`config.mk`:
```
export PLATFORM = sky130hd
export DESIGN_NAME = flash_cycle_status
export DESIGN_NICKNAME = d
export VERILOG_FILES = /design/src/rtl/fcs_pkg.sv /design/src/rtl/fcs_rst_sync.sv /design/src/rtl/fcs_launch_ctrl.sv /design/src/rtl/fcs_w1c_bit.sv /design/src/rtl/fcs_status_pack.sv /design/src/rtl/flash_cycle_status.sv
export SDC_FILE = /design/constraint.sdc
export NUM_CORES = 1
export LEC_CHECK = 0
export BUFFER_PORTS_ARGS = -buffer_cell sky130_fd_sc_hd__buf_4
export CORE_AREA = 5 5 42 44
export CTS_BUF_LIST = sky130_fd_sc_hd__clkbuf_8
export CTS_CLUSTER_SIZE = 10
export DETAILED_ROUTE_END_ITERATION = 6
export DIE_AREA = 0 0 47 49
export PLACE_DENSITY = 0.59
export SLEW_MARGIN = 5
export SYNTH_ARGS = -nofsm -noshare
export SYNTH_HDL_FRONTEND = slang
export SYNTH_SLANG_ARGS = --single-unit
```
`constraint.sdc`:
```
create_clock -name clk -period 1.5 [get_ports clk]
set_clock_uncertainty 0.05 [all_clocks]
set_input_delay 0 -clock clk [delete_from_list [all_inputs] [get_ports clk]]
set_output_delay 0 -clock clk [all_outputs]
set_load 0.005 [all_outputs]
```
`src/rtl/fcs_pkg.sv`:
```
package fcs_pkg;
  localparam int STAT_W     = 8;
  localparam int BIT_BUSY   = 0;
  localparam int BIT_DONE   = 2;
  localparam int BIT_ERR    = 3;
  localparam int BIT_AEL    = 4;
  localparam int NUM_STICKY = 2;
  localparam int IDX_DONE   = 0;
  localparam int IDX_ERR    = 1;
  localparam int SYNC_STAGES = 2;
endpackage

```
`src/rtl/fcs_rst_sync.sv`:
```
module fcs_rst_sync #(
  parameter int STAGES = 2
) (
  input  logic clk,
  input  logic rst_n,
  output logic rst_sync_n
);
  logic [STAGES-1:0] chain_q;

  always_ff @(posedge clk or negedge rst_n) begin
    if (!rst_n) chain_q <= '0;
    else        chain_q <= {chain_q[STAGES-2:0], 1'b1};
  end

  assign rst_sync_n = chain_q[STAGES-1];
endmodule

```
`src/rtl/fcs_launch_ctrl.sv`:
```
module fcs_launch_ctrl (
  input  logic clk,
  input  logic rst_n,
  input  logic go_req,
  input  logic prot_block,
  input  logic prog_reg_wr,
  input  logic cycle_fin,
  output logic busy_o,
  output logic start_o,
  output logic fault_o,
  output logic finish_o
);
  logic busy_q, busy_d, busy_en;
  logic start_q, start_d;
  logic accept;

  always_comb begin
    accept   = go_req && !busy_q && !prot_block;
    fault_o  = (go_req && (busy_q || prot_block)) || (prog_reg_wr && busy_q);
    finish_o = cycle_fin && busy_q;
    busy_en  = accept || finish_o;
    busy_d   = accept;
    start_d  = accept;
  end

  always_ff @(posedge clk or negedge rst_n) begin
    if (!rst_n) begin
      busy_q  <= 1'b0;
      start_q <= 1'b0;
    end else begin
      if (busy_en) busy_q <= busy_d;
      start_q <= start_d;
    end
  end

  assign busy_o  = busy_q;
  assign start_o = start_q;
endmodule

```
`src/rtl/fcs_w1c_bit.sv`:
```
module fcs_w1c_bit (
  input  logic clk,
  input  logic rst_n,
  input  logic set_i,
  input  logic clr_i,
  output logic q_o
);
  logic q, d, en;

  always_comb begin
    en = set_i || clr_i;
    d  = set_i;
  end

  always_ff @(posedge clk or negedge rst_n) begin
    if (!rst_n)  q <= 1'b0;
    else if (en) q <= d;
  end

  assign q_o = q;
endmodule

```
`src/rtl/fcs_status_pack.sv`:
```
module fcs_status_pack
  import fcs_pkg::*;
(
  input  logic              busy,
  input  logic              done,
  input  logic              err,
  input  logic              ael,
  output logic [STAT_W-1:0] byte_o
);
  always_comb begin
    byte_o           = '0;
    byte_o[BIT_BUSY] = busy;
    byte_o[BIT_DONE] = done;
    byte_o[BIT_ERR]  = err;
    byte_o[BIT_AEL]  = ael;
  end
endmodule

```
`src/rtl/flash_cycle_status.sv`:
```
module flash_cycle_status
  import fcs_pkg::*;
(
  input  logic              clk,
  input  logic              rst_n,
  input  logic              bus_wr,
  input  logic [STAT_W-1:0] bus_wdata,
  input  logic              go_req,
  input  logic              prot_block,
  input  logic              prog_reg_wr,
  input  logic              cycle_fin,
  input  logic              smi_en,
  input  logic              ael_in,
  output logic [STAT_W-1:0] status_byte,
  output logic              cycle_busy,
  output logic              engine_start,
  output logic              irq_req
);
  logic                  rst_core_n;
  logic                  fault, finish;
  logic [NUM_STICKY-1:0] set_vec, clr_vec, flag_vec;

  fcs_rst_sync #(.STAGES(SYNC_STAGES)) u_rst (
    .clk        (clk),
    .rst_n      (rst_n),
    .rst_sync_n (rst_core_n)
  );

  fcs_launch_ctrl u_launch (
    .clk         (clk),
    .rst_n       (rst_core_n),
    .go_req      (go_req),
    .prot_block  (prot_block),
    .prog_reg_wr (prog_reg_wr),
    .cycle_fin   (cycle_fin),
    .busy_o      (cycle_busy),
    .start_o     (engine_start),
    .fault_o     (fault),
    .finish_o    (finish)
  );

  always_comb begin
    set_vec[IDX_DONE] = finish;
    set_vec[IDX_ERR]  = fault;
    clr_vec[IDX_DONE] = bus_wr && bus_wdata[BIT_DONE];
    clr_vec[IDX_ERR]  = bus_wr && bus_wdata[BIT_ERR];
  end

  for (genvar i = 0; i < NUM_STICKY; i++) begin : g_sticky
    fcs_w1c_bit u_bit (
      .clk   (clk),
      .rst_n (rst_core_n),
      .set_i (set_vec[i]),
      .clr_i (clr_vec[i]),
      .q_o   (flag_vec[i])
    );
  end

  fcs_status_pack u_pack (
    .busy   (cycle_busy),
    .done   (flag_vec[IDX_DONE]),
    .err    (flag_vec[IDX_ERR]),
    .ael    (ael_in),
    .byte_o (status_byte)
  );

  assign irq_req = flag_vec[IDX_DONE] && smi_en;
endmodule

```
After elaboration in Yosys (flattened, before gate mapping)
Cells that the tools add are included.

cells by class
  reductions and logical operators = 15

operators by type and width
  operator           number
  $logic_and 1x1->1  8
  $logic_or 1x1->1   5
  $logic_not 1->1    2

word-level totals
  word-level logic and storage cells = 20
  input bits = 17
  flip-flop bits (word level) = 6
  output and inout bits = 11

Logic depth before layout (Yosys ltp)
Gate-level depths: netlist of the first run.

  depth in word-level cells = 4
  gate-level depth with buffers = 2

Cells and area by module
A second synthesis of the first run with hierarchy kept.

unflattened totals
  cells, all modules = 30
  area total of the unflattened synthesis = 302.8 um^2

by module, submodules not included
  module              area each (um^2)  instances  seq. area each (um^2)  cells each
  fcs_launch_ctrl     93.8              1          50.0                   9
  fcs_w1c_bit         36.3              2          25.0                   3
  fcs_status_pack     63.8              1          0.0                    9
  fcs_rst_sync        53.8              1          50.0                   3
  flash_cycle_status  18.8              1          0.0                    3

Least setup slack after synthesis of the first run
Ideal clock, no wire load.

  kind = register -> register
  from = register u_launch.busy_q, in the netlist u_launch.busy_o
  to = register g_sticky[0].u_bit.q
  arrival = 0.668 ns
  path buffers = 0
  library setup time = 0.121 ns
  stages on the path, launching flop included = 2
  slack = 0.661 ns
  period minus slack after synthesis = 0.839 ns
  required time = 1.329 ns
  cells stage by stage = dfrtp_1 -> a22o_2

between the ends
  cells in the longest elaborated chain, start to end = 2

ends and longest elaborated chain
  item                      line                   source
  start: declaration        fcs_launch_ctrl.sv:13  logic busy_q, busy_d, busy_en;
  start signal: assignment  fcs_launch_ctrl.sv:31  if (busy_en) busy_q <= busy_d;
  $logic_and 1x1->1 *       fcs_launch_ctrl.sv:20  finish_o = cycle_fin && busy_q;
  $logic_or 1x1->1          fcs_w1c_bit.sv:11      en = set_i || clr_i;
  end signal: assignment    fcs_w1c_bit.sv:16      if (!rst_n) q <= 1'b0;
  end signal: assignment    fcs_w1c_bit.sv:17      else if (en) q <= d;
  end: declaration          fcs_w1c_bit.sv:8       logic q, d, en;

Mark *: on every way between the ends. The rest lies on a longest branch, timed or not.
A chain may end at the register's enable or synchronous reset.

Final worst setup path of the first run
  from = register g_sticky[0].u_bit.q
  to = output irq_req

between the ends
  cells in the longest elaborated chain, start to end = 1

ends and longest elaborated chain
  item               line                      source
  $logic_and 1x1->1  flash_cycle_status.sv:67  assign irq_req = flag_vec[IDX_DONE] && smi_en;
  end: declaration   flash_cycle_status.sv:17  output logic irq_req

Every way passes these cells.

==> impl_metrics.toml, run 1 <==
[outcome]
status = "finished clean"

[logic_synthesis]
synth_edf_count = 0
syn_area_per_cell_um2 = 10.9
synth.cell_area_um2 = 283
synth.most_common_cell = "buf_4"
synthArstFlopShare_pct = 100
synth_cells = 26
synthSimpleGateAreaFrac_pct = 10.6
synthTopCellsByArea = "dfrtp_1 53%, buf_4 21%, nor3b_2 4.4%, a22o_2 3.5%, o2bb2ai_1 3.1%"
synthDistinctLibCells = 12
synth-seq-cells = 6
synth_xor_xnor_area_share_pct = 0
synth-compound-area-share_pct = 11.1
synth_commonest_cells = "8 x buf_4, 6 x dfrtp_1, 2 x conb_1, 2 x nand2_1"
ys_seq_area_share_pct = 53.1
yosysTopAreaCell = "dfrtp_1"
ys.flop_type = "dfrtp_1"
synth_top_family_by_area = "buffers and inverters"
synth_warnings = 0
yosysTopAreaCellShare_pct = 53.1
synthAdderAreaFrac_pct = 0
synth.area.mux_share_pct = 0

[floorplanning]
chipWidth_um = 47
dieHeight_um = 49
coreArea_mm2 = 0.00140
rows = 14
start_util_pct = 20.2
ioPinCount = 28
die_area_mm2 = 0.00230

[cells_and_area]
stdcell_area_um2 = 448
final_nets = 62
drive_gt1_share_pct = 46.5
antennaDiodeCount = 0
area_growth_pct = 58.4
fillers = 156

[clock_tree]
cts_resized = 0
htreeDepth = 1
cts_root_buf = "clkbuf_8"
path_clk_slew_ps = 30
clk_latency_ps = 220
cts_tree = "yes"
holdBufCountCts = 4
cts_buffers = 3
clock_path_buffers = 2
clock_sinks = 6
cts_setup_buffers = 0

[setup_path]
worstPathArrival_ps = 860
startpoint_type = "flip-flop"
worstSetupEndpointType = "output port"
crit_required_ps = 1450
startpoint = "g_sticky[0].u_bit.q_o"
timing.rr.start = "u_launch.busy_o"
path_max_fanout = 3
crit_type = "reg2out"

[global_routing]
antenna_found_initial = 0
grt_max_degree = 8
use_met1_pct = 5.16
grt-ovfl-total = 0
grt_pass1_wl_um = 841
gr-usage-met3_pct = 3.32
grt_pass1_vias = 207
use_met2_pct = 7.47
grt-busiest-layer = "met2"
grt.total_usage_pct = 5.24

[detailed_routing]
vias = 209
vias_per_cell = 3.54
antenna_left = 0
drt_first_pass_iters = 2
finalWirelength_um = 540
drt_iter0_markers = 2
wl_per_cell_um = 9.15
drc = 0

[timing]
min_period_ps = 912
setup_viol = 0
worst_slack_ps = 588
min_period_over_period_pct = 60.8
rsz0062_at_grt = "false"
slew_viol_final = 0
fin_setup_tns_ps = 0
fmax_mhz = 1100
hold_viol_final = 0

[worst_hold_path]
hp-class = "reg2async"

[power_and_ir_drop]
clock_power_share_pct = 46.1
leakage_nw = 0.235
comb_power_share_pct = 16.1
powerDensity_mw_per_mm2 = 1140
p_sw_mw = 0.102
power.internal_mw = 0.407
power_mw = 0.509
switching_share_pct = 20.0
irDropWorstVdd_mv = 0.567
pwr-share-seq_pct = 37.8

[run]
maxCapViolations = 0

[place]
place_ws_ps = 601
port_buffers = 15
place_area_um2 = 367
hpwlAfterDp_um = 423
gp_congestion = 0.658
[power groups by stage]
| stage | sequential (mW) | clock [mW] | combinational (mW) |
|---|---|---|---|
| floorplan | 0.192 | 0 | 0.0483 |
| global placement | 0.195 | 0 | 0.0742 |
| detailed placement | 0.195 | 0 | 0.0743 |
| CTS | 0.193 | 0.245 | 0.0832 |
| global route | 0.197 | 0.256 | 0.0900 |
| finish | 0.192 | 0.235 | 0.0820 |
[metal layers]
metal	share of wire, %	routed length (um)
met5	0	0
met3	20	108
met2	45	245
met1	34	186
met4	0	0
[critical path, cell delays in order, from the launching register on]
cell and delay [ps]:
dfrtp_1 380, and2_1 140, buf_4 130
[cell type report]
cell class	count	area, um^2	share of cell area, %
Sequential cell	6	150	33.5
Tap cell	16	20.0	4.47
Timing Repair Buffer	19	153	34.1
Clock buffer	3	41.3	9.22
Inverter	1	3.75	0.838
Multi-Input combinational cell	14	80.1	17.9
[state kept, by name (all words and copies together) (netlist names)]
name and flops:
g_sticky.u_bit.q_o 2, u_launch.busy_o 1, u_rst.chain_q 2, u_launch.start_o 1
[cell usage in the layout, fill, tap and decap left out, drive strengths merged]
cell type and count:
a21o 1, a21oi 1, a22o 1, and2 1, buf 15, clkbuf 3, conb 5, dfrtp 6
dlygate4sd3 4, inv 1, nand2 2, nor2 1, nor3b 1, o2bb2ai 1
[path summary, 6_finish.rpt]
kind	to	depth (start not counted)	slack [ps]
max in group asynchronous	g_sticky[1].u_bit.q_o	0	1250
worst min register to register	g_sticky[0].u_bit.q_o	0	0.3
worst max-delay path	irq_req	2	590
worst min-delay path	g_sticky[0].u_bit.q_o	0	0.3
min in group clk	g_sticky[1].u_bit.q_o	3	20
worst max register to register	u_launch.busy_o	2	610
[through the flow]
stage	util [%]	hold WS, ps	instances
after floorplan	-	-346	29
after global placement	26.2	-266	52
after detailed placement	26.2	-267	52
after CTS	32.0	6.43	59
after global routing	32.0	13.4	59
final	32.0	0.308	59
[cell families after synthesis]
kind of cell           after synthesis
AND/OR/NAND/NOR                      5
other                                2
buffers and inverters                9
flip-flops                           6
AO/OA/AOI/OAI                        4
No activity file was read; power rests on OpenSTA's default activity.
==> inputs of run 2 (changes only) <==
--- a/config.mk
+++ b/config.mk
@@ -11,7 +11,7 @@
 export CTS_CLUSTER_SIZE = 10
 export DETAILED_ROUTE_END_ITERATION = 6
 export DIE_AREA = 0 0 47 49
-export PLACE_DENSITY = 0.59
+export PLACE_DENSITY = 0.61
 export SLEW_MARGIN = 5
 export SYNTH_ARGS = -nofsm -noshare
 export SYNTH_HDL_FRONTEND = slang
==> constraint.sdc (replaced) <==
create_clock -name clk -period 0.8 [get_ports clk]
set_clock_uncertainty 0.05 [all_clocks]
set_input_delay 0 -clock clk [delete_from_list [all_inputs] [get_ports clk]]
set_output_delay 0 -clock clk [all_outputs]
set_load 0.005 [all_outputs]
==> impl_metrics.toml, run 2 (synthesis results as in run 1) <==
[floorplanning]
start_util_pct = 20.2
die_area_mm2 = 0.00230
chipWidth_um = 47
dieHeight_um = 49
coreArea_mm2 = 0.00140
ioPinCount = 28
rows = 14

[detailed_routing]
wl_per_cell_um = 10.2
drt_iter0_markers = 1
antenna_left = 0
drc = 0
vias_per_cell = 3.72
drt_first_pass_iters = 4
finalWirelength_um = 624
vias = 227

[power_and_ir_drop]
leakage_nw = 0.254
irDropWorstVdd_mv = 1.08
powerDensity_mw_per_mm2 = 2150

[timing]
slew_viol_final = 0
hold_viol_final = 6
whs_ps = -94.6
rsz0062_at_grt = "true"
worst_slack_ps = -148
min_period_over_period_pct = 118
fmax_mhz = 1060
setup_viol = 7
min_period_ps = 948

[cells_and_area]
drive_gt1_share_pct = 60.0
final_nets = 63
area_growth_pct = 73.5
fin_cells = 61
fin_util_pct = 35.0
fillers = 154
antennaDiodeCount = 0
final_cell_mix = "12 x buf_4, 6 x buf_6, 5 x conb_1, 5 x dfrtp_1, 3 x clkbuf_8"
stdcell_area_um2 = 490
layout_commonest_cell = "buf_4"

[clock_tree]
clock_sinks = 6
htreeDepth = 1
path_clk_slew_ps = 40
cts_tree = "yes"
holdBufCountCts = 2
cts_root_buf = "clkbuf_8"
clk_latency_ps = 230
cts_buffers = 3
clock_path_buffers = 2

[setup_path]
path_max_fanout = 5
startpoint_type = "flip-flop"
crit_chain = "buf_4, a21oi_2, o2bb2ai_2"
crit_required_ps = 850
worstSetupEndpointType = "flip-flop"
critPathMaxStageDelay_ps = 430
crit_type = "reg2reg"
cp_slowest_cell = "dfrtp_2"
crit_buf_inv = 1
worstPathArrival_ps = 1000
critPathTopFamily = "flip-flops"
r2r_setup_slack_ps = -150

[place]
hpwlAfterDp_um = 486
port_buffers = 15
place_area_um2 = 375
dp_cells = 53
place_ws_ps = -56.8
gp_congestion = 0.674

[run]
maxCapViolations = 0

[global_routing]
grt.total_usage_pct = 6.24
grt_pass1_wl_um = 1000
antenna_found_initial = 0
grt_max_degree = 6
grt_pass1_vias = 241
grt-ovfl-total = 0

[outcome]
violations = "hold timing, setup timing"
status = "finished, violations left"

[worst_hold_path]
hp-class = "in2reg"
## run 2: cell count changes in the layout (fill, tap and decap cells not counted)
| cell | delta |
|---|---|
| a21oi_2 | +1 |
| o2bb2ai_1 | -1 |
| dfrtp_1 | -1 |
| nor2_2 | +1 |
| inv_1 | +1 |
| a21oi_1 | -1 |
| buf_6 | +6 |
| dfrtp_2 | +1 |
| o2bb2ai_2 | +1 |
| dlygate4sd3_1 | -2 |
| nor2_1 | -1 |
| buf_4 | -3 |
## run 2: power breakdown
group / switching (mW) / total [mW] / internal [mW]
logic: 0.0651 / 0.220 / 0.155
clock network: 0.139 / 0.470 / 0.330
registers: 0.0275 / 0.364 / 0.336
## run 2: metrics by stage
step                TNS [ps]  total power, mW  hold slack [ps]
floorplan              -37.5            0.452             -346
global placement       -62.2            0.514             -266
detailed placement      -122            0.515             -264
CTS                     -735             1.04             -109
global route           -1090             1.12            -95.6
finish                  -756             1.05            -94.6
## run 2: worst paths after layout
| kind | from | end | depth (start not counted) |
|---|---|---|---|
| min in group asynchronous | u_rst.chain_q[1] | g_sticky[0].u_bit.q_o | 0 |
| worst min-delay path | prot_block | u_launch.start_o | 2 |
| worst min register to register | u_rst.chain_q[1] | g_sticky[0].u_bit.q_o | 0 |
| worst max register to register | u_launch.busy_o | g_sticky[1].u_bit.q_o | 3 |
| worst max-delay path | u_launch.busy_o | g_sticky[1].u_bit.q_o | 3 |
| max in group asynchronous | u_rst.chain_q[1] | u_launch.busy_o | 0 |
## run 2: timing repair
item	CTS	global route
gates cloned	0	0
setup buffers	1	1
resized for setup	5	4
setup endpoints to repair	7	9
hold endpoints to repair	5	2
pin swaps	2	0
## run 2: area by class of cell
type	instances	area, um^2	share of cell area [%]
repair buffers	20	178	36.2
well taps	16	20.0	4.08
flip-flops and latches	6	151	30.9
multi-input cells	14	92.6	18.9
clock buffers	3	41.3	8.42
clock inverters	1	3.75	0.765
inverters	1	3.75	0.765
## run 2: worst register-to-register path, stage by stage (launching register included)
cell       delay [ps]
dfrtp_2           430
buf_4             150
a21oi_2           130
o2bb2ai_2          60
## run 2: per-layer routing
layer | GRT usage, % | wire length, um
met5 | 0 | 0
met1 | 6.05 | 194
met4 | 2.76 | 0
met2 | 9.28 | 315
met3 | 5.17 | 114
